$ cat config.mk
export PLATFORM = sky130hd
export DESIGN_NAME = flash_window_reader
export DESIGN_NICKNAME = d
export VERILOG_FILES = /design/src/rtl/fwr_pkg.sv /design/src/rtl/fwr_map_reg.sv /design/src/rtl/fwr_rx_gather.sv /design/src/rtl/fwr_sequencer.sv /design/src/rtl/flash_window_reader.sv
export SDC_FILE = /design/constraint.sdc
export NUM_CORES = 1
export LEC_CHECK = 0
export ABC_AREA = 1
export BUFFER_PORTS_ARGS = -buffer_cell sky130_fd_sc_hd__buf_2
export CORE_MARGIN = 2
export CORE_UTILIZATION = 25
export CTS_CLUSTER_DIAMETER = 150
export CTS_CLUSTER_SIZE = 14
export DETAILED_ROUTE_END_ITERATION = 7
export PLACE_DENSITY = 0.49
export SKIP_LAST_GASP = 1
export SYNTH_ARGS = -nofsm -noshare
export SYNTH_HDL_FRONTEND = slang
export SYNTH_SLANG_ARGS = --single-unit
$ cat constraint.sdc
create_clock -name clk -period 3.7 [get_ports clk]
set_clock_uncertainty 0.1 [all_clocks]
set_input_delay 0.74 -clock clk [delete_from_list [all_inputs] [get_ports clk]]
set_output_delay 0.74 -clock clk [all_outputs]
set_load 0.02 [all_outputs]
$ cat src/rtl/fwr_pkg.sv
package fwr_pkg;

  typedef enum logic [2:0] {
    ST_IDLE,
    ST_CMD,
    ST_ADDR,
    ST_DUMMY,
    ST_DATA
  } seq_state_e;

  // Format latched at the start of each load
  typedef struct packed {
    logic [2:0] addr_bytes;
    logic [3:0] dummy;
    logic [1:0] lane_code;
  } frame_cfg_t;

endpackage

$ cat src/rtl/fwr_map_reg.sv
module fwr_map_reg (
  input  logic clk,
  input  logic rst_n,
  input  logic map_wr,
  input  logic map_wdata,
  input  logic reg_go,
  output logic map_en,
  output logic reg_start
);

  logic map_en_q;
  logic map_en_d;

  always_comb begin
    map_en_d = map_en_q;
    if (map_wr) map_en_d = map_wdata;
  end

  always_ff @(posedge clk or negedge rst_n) begin
    if (!rst_n) map_en_q <= 1'b1;
    else        map_en_q <= map_en_d;
  end

  assign map_en    = map_en_q;
  // register-mode start is blocked while the window owns the bus
  assign reg_start = reg_go & ~map_en_q;

  // a write lands on the following cycle
  a_r1_write_effect: assert property (@(posedge clk) disable iff (!rst_n)
    map_wr |=> (map_en == $past(map_wdata)));

endmodule

$ cat src/rtl/fwr_rx_gather.sv
module fwr_rx_gather #(
  parameter int BUS_BYTES = 4
) (
  input  logic                   clk,
  input  logic                   rst_n,
  input  logic                   clear,
  input  logic                   sample,
  input  logic [1:0]             lane_code,
  input  logic [3:0]             io_in,
  output logic [8*BUS_BYTES-1:0] word
);

  localparam int DW = 8 * BUS_BYTES;

  logic [DW-1:0] rx_q;
  logic [DW-1:0] rx_d;

  always_comb begin
    rx_d = rx_q;
    if (clear) begin
      rx_d = '0;
    end else if (sample) begin
      case (lane_code)
        2'd1:    rx_d = {rx_q[DW-3:0], io_in[1:0]};
        2'd2:    rx_d = {rx_q[DW-5:0], io_in[3:0]};
        default: rx_d = {rx_q[DW-2:0], io_in[1]};
      endcase
    end
  end

  always_ff @(posedge clk or negedge rst_n) begin
    if (!rst_n) rx_q <= '0;
    else        rx_q <= rx_d;
  end

  // first received byte sits highest in the shifter; it maps to byte lane 0
  for (genvar k = 0; k < BUS_BYTES; k++) begin : g_lane
    assign word[8*k +: 8] = rx_q[8*(BUS_BYTES-1-k) +: 8];
  end

endmodule

$ cat src/rtl/fwr_sequencer.sv
module fwr_sequencer
  import fwr_pkg::*;
#(
  parameter int ADDR_W    = 24,
  parameter int BUS_BYTES = 4
) (
  input  logic                   clk,
  input  logic                   rst_n,
  input  logic                   bus_req,
  input  logic [ADDR_W-1:0]      bus_addr,
  input  logic                   engine_ok,
  input  logic                   cfg_with_cmd,
  input  logic                   cfg_addr4,
  input  logic                   cfg_cmd4,
  input  logic                   cfg_fast,
  input  logic [1:0]             cfg_lanes,
  input  logic [3:0]             cfg_dummy,
  input  logic [7:0]             cfg_opcode,
  input  logic [8*BUS_BYTES-1:0] rx_word,
  output logic                   bus_ready,
  output logic [8*BUS_BYTES-1:0] bus_rdata,
  output logic                   sck,
  output logic                   csn_hw,
  output logic                   io_out0,
  output logic [3:0]             io_oe,
  output logic                   rx_clear,
  output logic                   rx_sample,
  output logic [1:0]             lane_code
);

  localparam int DW      = 8 * BUS_BYTES;
  localparam int CNT_MAX = (DW > 32) ? DW : 32;
  localparam int CW      = $clog2(CNT_MAX + 1);
  localparam int SH_W    = 40;

  seq_state_e      state_q, state_d;
  frame_cfg_t      cfg_q, cfg_d;
  logic [CW-1:0]   cnt_q, cnt_d;
  logic [SH_W-1:0] sh_q, sh_d;
  logic            sck_q, sck_d;
  logic            csn_q, csn_d;
  logic            ready_q, ready_d;
  logic [DW-1:0]   rdata_q, rdata_d;

  logic [2:0]      nb_new;
  logic [31:0]     addr32;
  logic [SH_W-1:0] load_v;
  logic [CW-1:0]   addr_clks;
  logic [CW-1:0]   data_clks;

  assign addr32 = 32'(bus_addr);
  assign nb_new = (cfg_addr4 | cfg_cmd4) ? 3'd4 : 3'd3;

  always_comb begin
    if (nb_new == 3'd4) load_v = {cfg_opcode, addr32};
    else                load_v = {cfg_opcode, addr32[23:0], 8'h00};
    if (!cfg_with_cmd)  load_v = {load_v[SH_W-9:0], 8'h00};
  end

  assign addr_clks = CW'({cfg_q.addr_bytes, 3'b000});

  always_comb begin
    case (cfg_q.lane_code)
      2'd1:    data_clks = CW'(DW / 2);
      2'd2:    data_clks = CW'(DW / 4);
      default: data_clks = CW'(DW);
    endcase
  end

  // next-state logic
  always_comb begin
    state_d   = state_q;
    cfg_d     = cfg_q;
    cnt_d     = cnt_q;
    sh_d      = sh_q;
    sck_d     = sck_q;
    csn_d     = csn_q;
    ready_d   = 1'b0;
    rdata_d   = rdata_q;
    rx_clear  = 1'b0;
    rx_sample = 1'b0;
    if (state_q == ST_IDLE) begin
      if (bus_req && !ready_q) begin
        if (engine_ok) begin
          csn_d           = 1'b0;
          sck_d           = 1'b0;
          sh_d            = load_v;
          rx_clear        = 1'b1;
          cfg_d.addr_bytes = nb_new;
          cfg_d.dummy     = cfg_fast ? cfg_dummy : 4'd0;
          cfg_d.lane_code = cfg_lanes;
          if (cfg_with_cmd) begin
            state_d = ST_CMD;
            cnt_d   = CW'(7);
          end else begin
            state_d = ST_ADDR;
            cnt_d   = CW'({nb_new, 3'b000}) - CW'(1);
          end
        end else begin
          ready_d = 1'b1;
          rdata_d = '0;
        end
      end
    end else if (!sck_q) begin
      sck_d     = 1'b1;
      rx_sample = (state_q == ST_DATA);
    end else begin
      sck_d = 1'b0;
      sh_d  = {sh_q[SH_W-2:0], 1'b0};
      if (cnt_q != '0) begin
        cnt_d = cnt_q - CW'(1);
      end else begin
        case (state_q)
          ST_CMD: begin
            state_d = ST_ADDR;
            cnt_d   = addr_clks - CW'(1);
          end
          ST_ADDR: begin
            if (cfg_q.dummy != 4'd0) begin
              state_d = ST_DUMMY;
              cnt_d   = CW'(cfg_q.dummy) - CW'(1);
            end else begin
              state_d = ST_DATA;
              cnt_d   = data_clks - CW'(1);
            end
          end
          ST_DUMMY: begin
            state_d = ST_DATA;
            cnt_d   = data_clks - CW'(1);
          end
          default: begin
            state_d = ST_IDLE;
            csn_d   = 1'b1;
            ready_d = 1'b1;
            rdata_d = rx_word;
          end
        endcase
      end
    end
  end

  // registers
  always_ff @(posedge clk or negedge rst_n) begin
    if (!rst_n) begin
      state_q <= ST_IDLE;
      cfg_q   <= '0;
      cnt_q   <= '0;
      sh_q    <= '0;
      sck_q   <= 1'b0;
      csn_q   <= 1'b1;
      ready_q <= 1'b0;
      rdata_q <= '0;
    end else begin
      state_q <= state_d;
      cfg_q   <= cfg_d;
      cnt_q   <= cnt_d;
      sh_q    <= sh_d;
      sck_q   <= sck_d;
      csn_q   <= csn_d;
      ready_q <= ready_d;
      rdata_q <= rdata_d;
    end
  end

  assign bus_ready = ready_q;
  assign bus_rdata = rdata_q;
  assign sck       = sck_q;
  assign csn_hw    = csn_q;
  assign io_out0   = sh_q[SH_W-1];
  assign io_oe     = (state_q == ST_CMD || state_q == ST_ADDR) ? 4'b0001 : 4'b0000;
  assign lane_code = cfg_q.lane_code;

  // chip select high whenever no frame runs
  a_r9_idle_csn_high: assert property (@(posedge clk) disable iff (!rst_n)
    (state_q == ST_IDLE) |-> csn_q);

  // completion is a single-cycle pulse
  a_r8_ready_single: assert property (@(posedge clk) disable iff (!rst_n)
    ready_q |=> !ready_q);

  // serial clock rises only inside a frame
  a_r8_sck_in_frame: assert property (@(posedge clk) disable iff (!rst_n)
    $rose(sck_q) |-> !csn_q);

  // lines released whenever data is sampled
  a_r10_sample_undriven: assert property (@(posedge clk) disable iff (!rst_n)
    rx_sample |-> (io_oe == 4'b0000));

  // rejected load answers on the next edge with zero data
  a_r2_reject_fast: assert property (@(posedge clk) disable iff (!rst_n)
    (state_q == ST_IDLE && bus_req && !ready_q && !engine_ok)
      |=> (ready_q && rdata_q == '0));

endmodule

$ cat src/rtl/flash_window_reader.sv
module flash_window_reader #(
  parameter int ADDR_W    = 24,
  parameter int BUS_BYTES = 4
) (
  input  logic                   clk,
  input  logic                   rst_n,
  input  logic                   map_wr,
  input  logic                   map_wdata,
  input  logic [1:0]             ce_mode,
  input  logic                   cfg_with_cmd,
  input  logic                   cfg_addr4,
  input  logic                   cfg_cmd4,
  input  logic                   cfg_fast,
  input  logic [1:0]             cfg_lanes,
  input  logic [3:0]             cfg_dummy,
  input  logic [7:0]             cfg_opcode,
  input  logic                   reg_go,
  output logic                   reg_start,
  input  logic                   bus_req,
  input  logic [ADDR_W-1:0]      bus_addr,
  output logic                   bus_ready,
  output logic [8*BUS_BYTES-1:0] bus_rdata,
  output logic                   spi_sck,
  output logic                   spi_csn,
  output logic [3:0]             spi_io_out,
  output logic [3:0]             spi_io_oe,
  input  logic [3:0]             spi_io_in
);

  localparam int DW = 8 * BUS_BYTES;

  logic          map_en;
  logic          ce_hw;
  logic          engine_ok;
  logic          csn_hw;
  logic          io_out0;
  logic          rx_clear;
  logic          rx_sample;
  logic [1:0]    lane_code;
  logic [DW-1:0] rx_word;

  assign ce_hw     = (ce_mode == 2'b00);
  assign engine_ok = map_en & ce_hw;

  fwr_map_reg i_map_reg (
    .clk       (clk),
    .rst_n     (rst_n),
    .map_wr    (map_wr),
    .map_wdata (map_wdata),
    .reg_go    (reg_go),
    .map_en    (map_en),
    .reg_start (reg_start)
  );

  fwr_sequencer #(
    .ADDR_W    (ADDR_W),
    .BUS_BYTES (BUS_BYTES)
  ) i_seq (
    .clk          (clk),
    .rst_n        (rst_n),
    .bus_req      (bus_req),
    .bus_addr     (bus_addr),
    .engine_ok    (engine_ok),
    .cfg_with_cmd (cfg_with_cmd),
    .cfg_addr4    (cfg_addr4),
    .cfg_cmd4     (cfg_cmd4),
    .cfg_fast     (cfg_fast),
    .cfg_lanes    (cfg_lanes),
    .cfg_dummy    (cfg_dummy),
    .cfg_opcode   (cfg_opcode),
    .rx_word      (rx_word),
    .bus_ready    (bus_ready),
    .bus_rdata    (bus_rdata),
    .sck          (spi_sck),
    .csn_hw       (csn_hw),
    .io_out0      (io_out0),
    .io_oe        (spi_io_oe),
    .rx_clear     (rx_clear),
    .rx_sample    (rx_sample),
    .lane_code    (lane_code)
  );

  fwr_rx_gather #(
    .BUS_BYTES (BUS_BYTES)
  ) i_gather (
    .clk       (clk),
    .rst_n     (rst_n),
    .clear     (rx_clear),
    .sample    (rx_sample),
    .lane_code (lane_code),
    .io_in     (spi_io_in),
    .word      (rx_word)
  );

  assign spi_csn    = ce_hw ? csn_hw : ce_mode[0];
  assign spi_io_out = {3'b000, io_out0};

endmodule

==> flow_summary.toml, run 1 <==
[timing]
fmax_mhz = 378
min_period_over_period = 0.715
tightest_slew_ns = 1.15
slew_headroom = 0.232
finalSetupViolations = 0
hold_viol = 0
fin_tns_setup_ns = 0
maxSlewViolCount = 0
finalCriticalPeriod_ns = 2.64
rsz0062_at_grt = "no"

[power]
ir_worst_vdd_mv = 0.326
clkPwrFrac = 0.247
p_seq_frac = 0.318
switching_share = 0.446
p_comb_frac = 0.434
internal_power_uw = 4000
power.density_nw_per_um2 = 870
p_leak_uw = 0.00401
p_switching_uw = 3220

[cells_and_area]
area_delta_synth_final_pct = 19.3
antenna_cells = 0
fin_nets = 1076
instances_no_fill = 1405
fillCellCount = 3004
drive_above_1_share = 0.155

[routing]
drt_iter0_drc = 496
remaining_drc_errors = 0
vias = 6534
postRouteWirelength_mm = 20.2
ant_nets = 0
via_per_inst = 4.65
drtPass1Iterations = 5
wl_per_cell_um = 14.4

[synth]
synth_top_flop_cell = "dfrtp_1"
synth_cell_types = 34
synth_most_common_cell = "nand2_1"
synth_edf_count = 0
yosys-top-cells-count = "nand2_1 (311), dfrtp_1 (123), nand3_1 (116)"
synth.largest_area_cell = "dfrtp_1"
yosys_warnings = 0
yosysTopAreaCellShare = 0.443
syn_area_per_cell_sq_um = 7.30
async_flop_share = 1.00
netlist_area_sq_um = 6960
yosysSeqAreaShare = 0.450
synth-seq-cells = 125
yosys-top-cells-area = "dfrtp_1 (44%), nand2_1 (17%), nand3_1 (8.3%)"
netlist_instances = 953

[clock_tree]
cts_tree = "built"
ctsResizeCount = 0
cts_setup_buffers = 0
root_buffer = "clkbuf_16"
clock_latency_ns = 0.41
cts.sink_count = 125
postCtsHoldBufs = 0
clock_path_buffers = 2
cts_max_level = 4
numCtsBuffers = 17
clk_pin_slew_worst_paths_ns = 0.06

[worst_setup_path]
worstSetupPathType = "flip-flop to flip-flop"
worst_path_largest_cell_delay_ns = 0.51
worstPathRequired_ns = 3.95
crit_slowest_cell = "nand2_4"
cp_cell_sequence = "inv_2, nand2_2, nor2_2, buf_4, nand3_4, nand2_4, nand3_1, nand2_1"
reg2reg_slack_ns = 1.06
path_max_fanout = 33
crit_arrival_ns = 2.90
start_kind = "flip-flop"
ff2ff_path_depth = 8
crit_path_end_kind = "flip-flop"

[global_routing]
grt_overflow_total = 0
use_met3 = 0.0349
grt_pass1_wl_mm = 33.5
grtUsageMet1 = 0.194
antenna_found_initial = 0
grt_pass1_vias = 6516
grt.total_usage = 0.144
gr-usage-met2 = 0.225
grt_max_degree = 64
busiest_layer = "met2"

[place]
gp_congestion = 0.828
dp.cells = 1374
port_buffers = 91
dp_hpwl_mm = 13.3

[floorplan]
die_w_um = 171
die_h_um = 171
dieArea_sq_um = 29200
io_pins = 98
start_util = 0.252
fp-row-count = 61
core_area_sq_um = 27600

[job]
drv_cap = 0

[hold_path]
hp-class = "primary input to async pin"

[outcome]
outcome = "completed"
## power groups by stage
stage | Combinational [uW] | Sequential, uW | Clock, uW
floorplan | 2340 | 2310 | 0
global placement | 3140 | 2320 | 0
detailed placement | 3160 | 2320 | 0
CTS | 3160 | 2300 | 1840
global route | 3590 | 2380 | 1890
finish | 3140 | 2300 | 1780
## registers in the layout, indices dropped and copies added, names as in the netlist
signal            cells
i_map_reg.map_en      1
i_seq.bus_rdata      32
i_seq.sh_q           40
i_seq.state_q         3
i_gather.rx_q        32
i_seq.csn_hw          1
i_seq.cnt_q           6
i_seq.cfg_q           4
i_seq.lane_code       2
i_seq.addr_clks       2
i_seq.bus_ready       1
i_seq.sck             1
## final cells by class
type	instances	area, sq um	share of cell area
inverter	65	244	0.0294
clock buffer	20	457	0.0550
sequential	125	3130	0.377
multi-input combinational	701	3270	0.393
clock inverter	11	166	0.0201
tap	378	473	0.0570
timing repair buffer	105	563	0.0678
## path summary, 6_finish.rpt
check / from / end
max in group asynchronous: rst_n / i_seq.sh_q[8]
min: rst_n / i_seq.cnt_q[3]
max reg2reg: i_seq.state_q[0] / i_seq.bus_rdata[22]
max: i_seq.state_q[0] / i_seq.bus_rdata[22]
min reg2reg: i_seq.sh_q[7] / i_seq.sh_q[7]
min in group clk: i_seq.sh_q[7] / i_seq.sh_q[7]
## metal layers
layer | wire length (um) | share of wire
met3 | 979 | 0.048
met5 | 0 | 0
met4 | 397 | 0.020
met1 | 9920 | 0.49
met2 | 8940 | 0.44
## cells by family after synthesis
| logic type | share of synthesized area |
|---|---|
| adder cells (fa/ha/maj) | 0.0126 |
| AND/OR/NAND/NOR | 0.294 |
| other | 0.000539 |
| flip-flops | 0.450 |
| XOR/XNOR | 0.00252 |
| multiplexers | 0.00162 |
| AO/OA/AOI/OAI | 0.155 |
| buffers and inverters | 0.0835 |
## through the flow
step,util,cell area [sq um],total power [uW],hold slack (ns),setup WS [ns]
after detailed placement,0.279,7680,5470,0.365,0.903
final,0.301,8300,7220,0.263,1.06
after global placement,0.279,7680,5470,0.362,0.964
after global routing,0.301,8300,7850,0.309,0.862
after CTS,0.301,8300,7300,0.289,1.04
after floorplan,-,6970,4640,0.344,1.75
## worst max-delay path, delay by kind of cell, from the launching register on
| family | cells | cell delay, ns |
|---|---|---|
| DFF | 1 | 0.43 |
| buffers and inverters | 2 | 0.52 |
| and+or+nand+nor | 6 | 1.50 |
## cells in the final DEF (no fill, tap or decap), types with 2 or more instances in the layout
| cell type | count |
|---|---|
| a21oi_1 | 96 |
| buf_2 | 90 |
| buf_4 | 15 |
| bufinv_16 | 4 |
| clkbuf_16 | 17 |
| clkbuf_8 | 2 |
| clkinv_2 | 3 |
| clkinvlp_4 | 3 |
| conb_1 | 6 |
| dfrtp_1 | 123 |
| dfstp_2 | 2 |
| ha_1 | 6 |
| inv_1 | 61 |
| inv_2 | 4 |
| nand2_1 | 311 |
| nand2_2 | 3 |
| nand3_1 | 116 |
| nand3_2 | 2 |
| nand3_4 | 2 |
| nand4_1 | 5 |
| nor2_1 | 32 |
| nor2_2 | 4 |
| o211ai_1 | 16 |
| o21ai_0 | 68 |
| o21ai_1 | 21 |
| xor2_1 | 2 |
Note: power is estimated with default switching activity, not from simulation.
==> run 2: changes to the inputs <==
--- a/config.mk
+++ b/config.mk
@@ -5,7 +5,7 @@
 export SDC_FILE = /design/constraint.sdc
 export NUM_CORES = 1
 export LEC_CHECK = 0
-export ABC_AREA = 1
+export ABC_AREA = 0
 export BUFFER_PORTS_ARGS = -buffer_cell sky130_fd_sc_hd__buf_2
 export CORE_MARGIN = 2
 export CORE_UTILIZATION = 25
==> constraint.sdc (replaced) <==
create_clock -name clk -period 2.55 [get_ports clk]
set_clock_uncertainty 0.1 [all_clocks]
set_input_delay 0.51 -clock clk [delete_from_list [all_inputs] [get_ports clk]]
set_output_delay 0.51 -clock clk [all_outputs]
set_load 0.02 [all_outputs]
==> run 2 against run 1 <==
Combinational power grew 60%. Core utilization up 0.25 points. Power up 48%. Sequential power increased by 47%. Final cell count fell by 10%. Routed wire length rose by 1.4%. Non-clock buffer count up 11. Sequential share of layout area shrank 1.8 points. Worst setup slack got worse by 0.70 ns. Die area increased by 4.6%. Clock power rose by 29%. Global-route usage shrank 0.63 points. Critical path type unchanged. Largest cell class unchanged.
==> flow_summary.toml, run 2 <==
[cells_and_area]
layout_commonest_cell = "dfrtp_1"
fillCellCount = 3091
area_delta_synth_final_pct = 19.6
final_core_util = 0.304
layout_common_cells = "dfrtp_1 (123), buf_2 (90), nand2_1 (80)"
largest_reg_flops = 40
antenna_cells = 0
fin_nets = 928
largest-register = "i_seq.sh_q"
drive_above_1_share = 0.230
instances_no_fill = 1264

[timing]
fin_hold_ws_ns = 0.218
slew_headroom = 0.647
maxSlewViolCount = 0
finalSetupViolations = 0
min_period_over_period = 0.862
fin_tns_setup_ns = 0
hold_viol = 0
rsz0062_at_grt = "no"
fmax_mhz = 455
tightest_slew_ns = 0.530
finalCriticalPeriod_ns = 2.20

[global_routing]
grt_max_degree = 75
grt.total_usage = 0.138
grt_pass1_vias = 5942
grt_overflow_total = 0
grt_pass1_wl_mm = 33.8
antenna_found_initial = 0

[synth]
yosysTopAreaCellShare = 0.422
synth_most_common_cell = "dfrtp_1"
yosys_warnings = 0
yosysSeqAreaShare = 0.430
synth.largest_area_cell = "dfrtp_1"
synth_cell_types = 60
async_flop_share = 1.00
netlist_instances = 804
syn_area_per_cell_sq_um = 9.06
synth_top_flop_cell = "dfrtp_1"
yosys-top-cells-area = "dfrtp_1 (42%), mux2i_1 (5.1%), a21oi_1 (4.6%)"
netlist_area_sq_um = 7290
yosys-top-cells-count = "dfrtp_1 (123), nand2_1 (80), a21oi_1 (67)"
synth-seq-cells = 125
synth_edf_count = 0

[floorplan]
fp-row-count = 62
dieArea_sq_um = 30500
io_pins = 98
die_w_um = 175
die_h_um = 175
start_util = 0.254
core_area_sq_um = 28700

[place]
gp_congestion = 0.772
port_buffers = 91
dp.cells = 1231
dp_hpwl_mm = 13.4

[worst_setup_path]
worstSetupPathType = "flip-flop to flip-flop"
start_kind = "flip-flop"
cpLargestDelayFamily = "flip-flops"
crit_arrival_ns = 2.44
cp_cell_sequence = "nor4b_1, nand3_1, o21ai_4, buf_12, mux2i_1"
worstPathRequired_ns = 2.79
path_max_fanout = 26
ff2ff_path_depth = 5
critical_path_depth = 5
r2r_end = "i_seq.bus_rdata[17]"
critPathBufInv = 1
crit_end = "i_seq.bus_rdata[17]"
crit_path_end_kind = "flip-flop"
worst_path_largest_cell_delay_ns = 0.63
startpoint = "i_seq.state_q[2]"
reg2reg_slack_ns = 0.35
crit_slowest_cell = "dfrtp_1"
r2r-start = "i_seq.state_q[2]"

[clock_tree]
clock_latency_ns = 0.43
clk_pin_slew_worst_paths_ns = 0.06
root_buffer = "clkbuf_16"
numCtsBuffers = 17
cts.sink_count = 125
clock_path_buffers = 2
cts_tree = "built"
cts_max_level = 4

[routing]
drtPass1Iterations = 5
drt_iter0_drc = 401
postRouteWirelength_mm = 20.5
ant_nets = 0
remaining_drc_errors = 0
vias = 6101
via_per_inst = 4.83
wl_per_cell_um = 16.2

[power]
p_leak_uw = 0.00372
power.density_nw_per_um2 = 1230
ir_worst_vdd_mv = 0.437

[outcome]
outcome = "completed"

[job]
drv_cap = 0

[hold_path]
hp-class = "primary input to flip-flop"
[run 2: cell types whose count changed in the layout (fill, tap and decap cells not counted), sizes merged, moves of 13 or more]
cell and delta:
a21oi -29, nor2b +35, a221oi +31, a31oi +16
o21ai -46, nor2 +30, o31ai +13, mux2i +37
nand3 -110, a211o +13, nand2 -235, nor3 +33
inv -16
[run 2: how the worst min path moves through the flow]
stage | slack, ns | cells past startpoint | start | end
2_1_floorplan | 0.11 | 0 | rst_n | i_gather.rx_q[0]
3_3_place_gp | 0.30 | 1 | rst_n | i_seq.sh_q[37]
3_5_place_dp | 0.30 | 1 | rst_n | i_seq.sh_q[37]
4_1_cts | 0.20 | 3 | cfg_lanes[1] | i_seq.lane_code[1]
5_1_grt | 0.21 | 3 | cfg_lanes[0] | i_seq.lane_code[0]
6_report | 0.22 | 3 | cfg_lanes[1] | i_seq.lane_code[1]
[run 2: logic make-up (layout without fill, tap and decap cells)]
group	Yosys count	in the layout	share of synthesized area
compound gates	244	244	0.222
xor+xnor	6	6	0.00721
fa+ha+maj	7	7	0.0120
buf+inv	120	191	0.0769
flops	125	125	0.430
mux	45	45	0.0632
other cells	1	6	0.000515
simple gates	256	256	0.189
[run 2: cell type report]
class / instances / area [sq um] / share of cell area
well taps: 384 / 480 / 0.0551
clock inverters: 13 / 103 / 0.0118
clock buffers: 19 / 443 / 0.0508
inverters: 43 / 161 / 0.0185
multi-input cells: 564 / 3650 / 0.418
repair buffers: 116 / 752 / 0.0863
flip-flops and latches: 125 / 3130 / 0.359
[run 2: worst min-delay path, stage by stage]
cell and delay [ns]:
buf_2 0.09, nand2_1 0.04, o21ai_0 0.06
[run 2: metal layers]
| layer | global-route usage | up-vias | share of wire | routed length, um |
|---|---|---|---|---|
| li1 | - | 2977 | - | - |
| met1 | 0.201 | 2966 | 0.49 | 10100 |
| met2 | 0.204 | 148 | 0.45 | 9210 |
| met3 | 0.0324 | 10 | 0.049 | 1010 |
| met4 | 0.0333 | 0 | 0.0085 | 175 |
| met5 | 0 | - | 0 | 0 |
[run 2: power breakdown]
group          internal [uW]  leakage (uW)  switching [uW]
combinational           1930       0.00189            3070
sequential              2730       0.00157             647
clock                   1290      0.000262            1010
total                   5950       0.00372            4730
[run 2: stage by stage]
| step | total power (uW) | setup WS, ns | cell area [sq um] |
|---|---|---|---|
| 5_1_grt | 11600 | 0.158 | 8720 |
| 3_3_place_gp | 8410 | 0.383 | 8160 |
| 3_5_place_dp | 8440 | 0.339 | 8160 |
| 2_1_floorplan | 6970 | 0.681 | 7300 |
| 6_report | 10700 | 0.351 | 8720 |
| 4_1_cts | 10800 | 0.318 | 8720 |
[run 2: timing repair]
item / CTS / global route
setup buffers: 0 / 0
hold buffers: 1 / 0
gates resized for setup: 0 / 0
endpoints found under the hold margin: 23 / 0
==> run 3: changes to the inputs <==
==> constraint.sdc (replaced) <==
create_clock -name clk -period 2.07 [get_ports clk]
set_clock_uncertainty 0.1 [all_clocks]
set_input_delay 0.414 -clock clk [delete_from_list [all_inputs] [get_ports clk]]
set_output_delay 0.414 -clock clk [all_outputs]
set_load 0.02 [all_outputs]
==> run 3 against run 2 <==
Via count rose by 1.1%. Final cell count grew 1.4%. Sequential share of layout area is 1.1 points lower. Count of clock-buffer cells in the layout unchanged. Register-to-register slack worse by 0.24 ns. Largest cell class unchanged. Highest routed layer unchanged.
==> flow_summary.toml, run 3 (synthesized netlist as in run 2, its figures left out) <==
[clock_tree]
cts.sink_count = 125
cts_max_level = 4
clock_path_buffers = 2
clock_latency_ns = 0.42
numCtsBuffers = 17
root_buffer = "clkbuf_16"
cts_tree = "built"
clk_pin_slew_worst_paths_ns = 0.06

[floorplan]
io_pins = 98
die_w_um = 175
die_h_um = 175
start_util = 0.254
core_area_sq_um = 28700
dieArea_sq_um = 30500
fp-row-count = 62

[cells_and_area]
area_delta_synth_final_pct = 23.4
layout_commonest_cell = "dfrtp_1"
largest_reg_flops = 40
drive_above_1_share = 0.249
fillCellCount = 3039
fin_nets = 946
antenna_cells = 0
layout_common_cells = "dfrtp_1 (122), buf_2 (90), nand2_1 (80)"
instances_no_fill = 1282
largest-register = "i_seq.sh_q"

[global_routing]
grt_pass1_vias = 6150
grt.total_usage = 0.137
grt_overflow_total = 0
grt_pass1_wl_mm = 33.7
antenna_found_initial = 0
use_met3 = 0.0357
grt_max_degree = 66
gr-usage-met2 = 0.207
busiest_layer = "met2"
grtUsageMet1 = 0.193

[worst_setup_path]
start_kind = "flip-flop"
critPathBufInv = 1
crit_slowest_cell = "or4b_4"
cpLargestDelayFamily = "simple AND/OR/NAND/NOR gates"
worstPathRequired_ns = 2.27
worst_path_largest_cell_delay_ns = 0.52
r2r_end = "i_seq.cnt_q[0]"
worstSetupPathType = "flip-flop to flip-flop"
crit_arrival_ns = 2.16
reg2reg_slack_ns = 0.11
r2r-start = "i_seq.cnt_q[0]"
cp_cell_sequence = "inv_1, ha_1, or4b_4, nand2b_1, o211ai_1, o22ai_1"
crit_path_end_kind = "flip-flop"
ff2ff_path_depth = 6
path_max_fanout = 7

[routing]
postRouteWirelength_mm = 20.7
wl_per_cell_um = 16.2
remaining_drc_errors = 0
via_per_inst = 4.81
drtPass1Iterations = 4
vias = 6166
drt_iter0_drc = 360
ant_nets = 0

[power]
power.density_nw_per_um2 = 1520
p_leak_uw = 0.00387
ir_worst_vdd_mv = 0.672

[job]
drv_cap = 0

[timing]
finalSetupViolations = 0
fin_tns_setup_ns = 0
finalCriticalPeriod_ns = 1.96
hold_viol = 0
min_period_over_period = 0.946
rsz0062_at_grt = "no"
fmax_mhz = 511
maxSlewViolCount = 0

[place]
dp_hpwl_mm = 13.6
port_buffers = 91
dp.cells = 1247
gp_congestion = 0.839

[hold_path]
hp-class = "primary input to flip-flop"
hold-path-endpoint = "i_seq.lane_code[1]"
min_path_cells = 3
hp-start = "cfg_lanes[1]"

[outcome]
outcome = "completed"
==> run 3: changes by cell type in the layout (fill, tap and decap cells not counted), sizes merged <==
cell    before  now
buf        115  131
inv         49   43
clkinv       4    8
bufinv       0    2
clkbuf      19   21
==> run 3: metrics by stage <==
step	total power [uW]	utilization	hold WS, ns	area (sq um)	setup slack, ns
2_1_floorplan	8590	-	0.0184	7300	0.201
3_3_place_gp	10500	0.290	0.254	8330	0.0641
3_5_place_dp	10600	0.290	0.257	8330	0.0506
4_1_cts	13700	0.311	0.0854	8930	0.0349
5_1_grt	14800	0.313	0.104	8990	0.0194
6_report	13700	0.313	0.107	8990	0.113
==> run 3: worst register-to-register path: cells and delay by family, from the launching register on <==
kind | cells | cell delay, ns
and+or+nand+nor | 2 | 0.77
DFF | 1 | 0.41
buffers and inverters | 1 | 0.09
adders and majority gates | 1 | 0.15
AOI/OAI and AO/OA | 2 | 0.32
==> run 3: worst max path at each step <==
stage	from	endpoint	slack (ns)	cells past startpoint
6_report	i_seq.cnt_q[0]	i_seq.cnt_q[0]	0.11	6
4_1_cts	i_seq.cnt_q[0]	i_seq.cnt_q[0]	0.03	6
5_1_grt	i_seq.state_q[2]	i_seq.sh_q[18]	0.02	6
3_3_place_gp	i_seq.cnt_q[0]	i_seq.cnt_q[0]	0.06	6
3_5_place_dp	i_seq.cnt_q[0]	i_seq.cnt_q[0]	0.05	6
2_1_floorplan	i_seq.cnt_q[0]	i_seq.cnt_q[0]	0.20	7
==> run 3: repair_timing <==
| action | 4_1_cts | 5_1_grt |
|---|---|---|
| endpoints found under the hold margin | 31 | 0 |
| hold buffers | 1 | 0 |
| endpoints found under the setup margin | 0 | 27 |
| gates resized for setup | 0 | 3 |
| buffers inserted | 0 | 0 |
==> run 3: final cells by class <==
type / instances / area (sq um) / area share
well taps: 384 / 480 / 0.0534
repair buffers: 134 / 972 / 0.108
multi-input cells: 564 / 3650 / 0.406
inverters: 43 / 161 / 0.0179
flip-flops and latches: 125 / 3130 / 0.348
clock buffers: 19 / 453 / 0.0504
clock inverters: 13 / 141 / 0.0157
==> run 3: where the power goes <==
part,leakage [uW],switching [uW],internal (uW)
Sequential,0.00157,700,3370
Clock,0.000285,1200,1840
Combinational,0.00202,3930,2660
Total,0.00387,5830,7870
==> run 3: per-layer routing <==
metal | part of all wire | wire [um]
met5 | 0 | 0
met4 | 0.0094 | 194
met3 | 0.058 | 1200
met2 | 0.45 | 9340
met1 | 0.48 | 9990
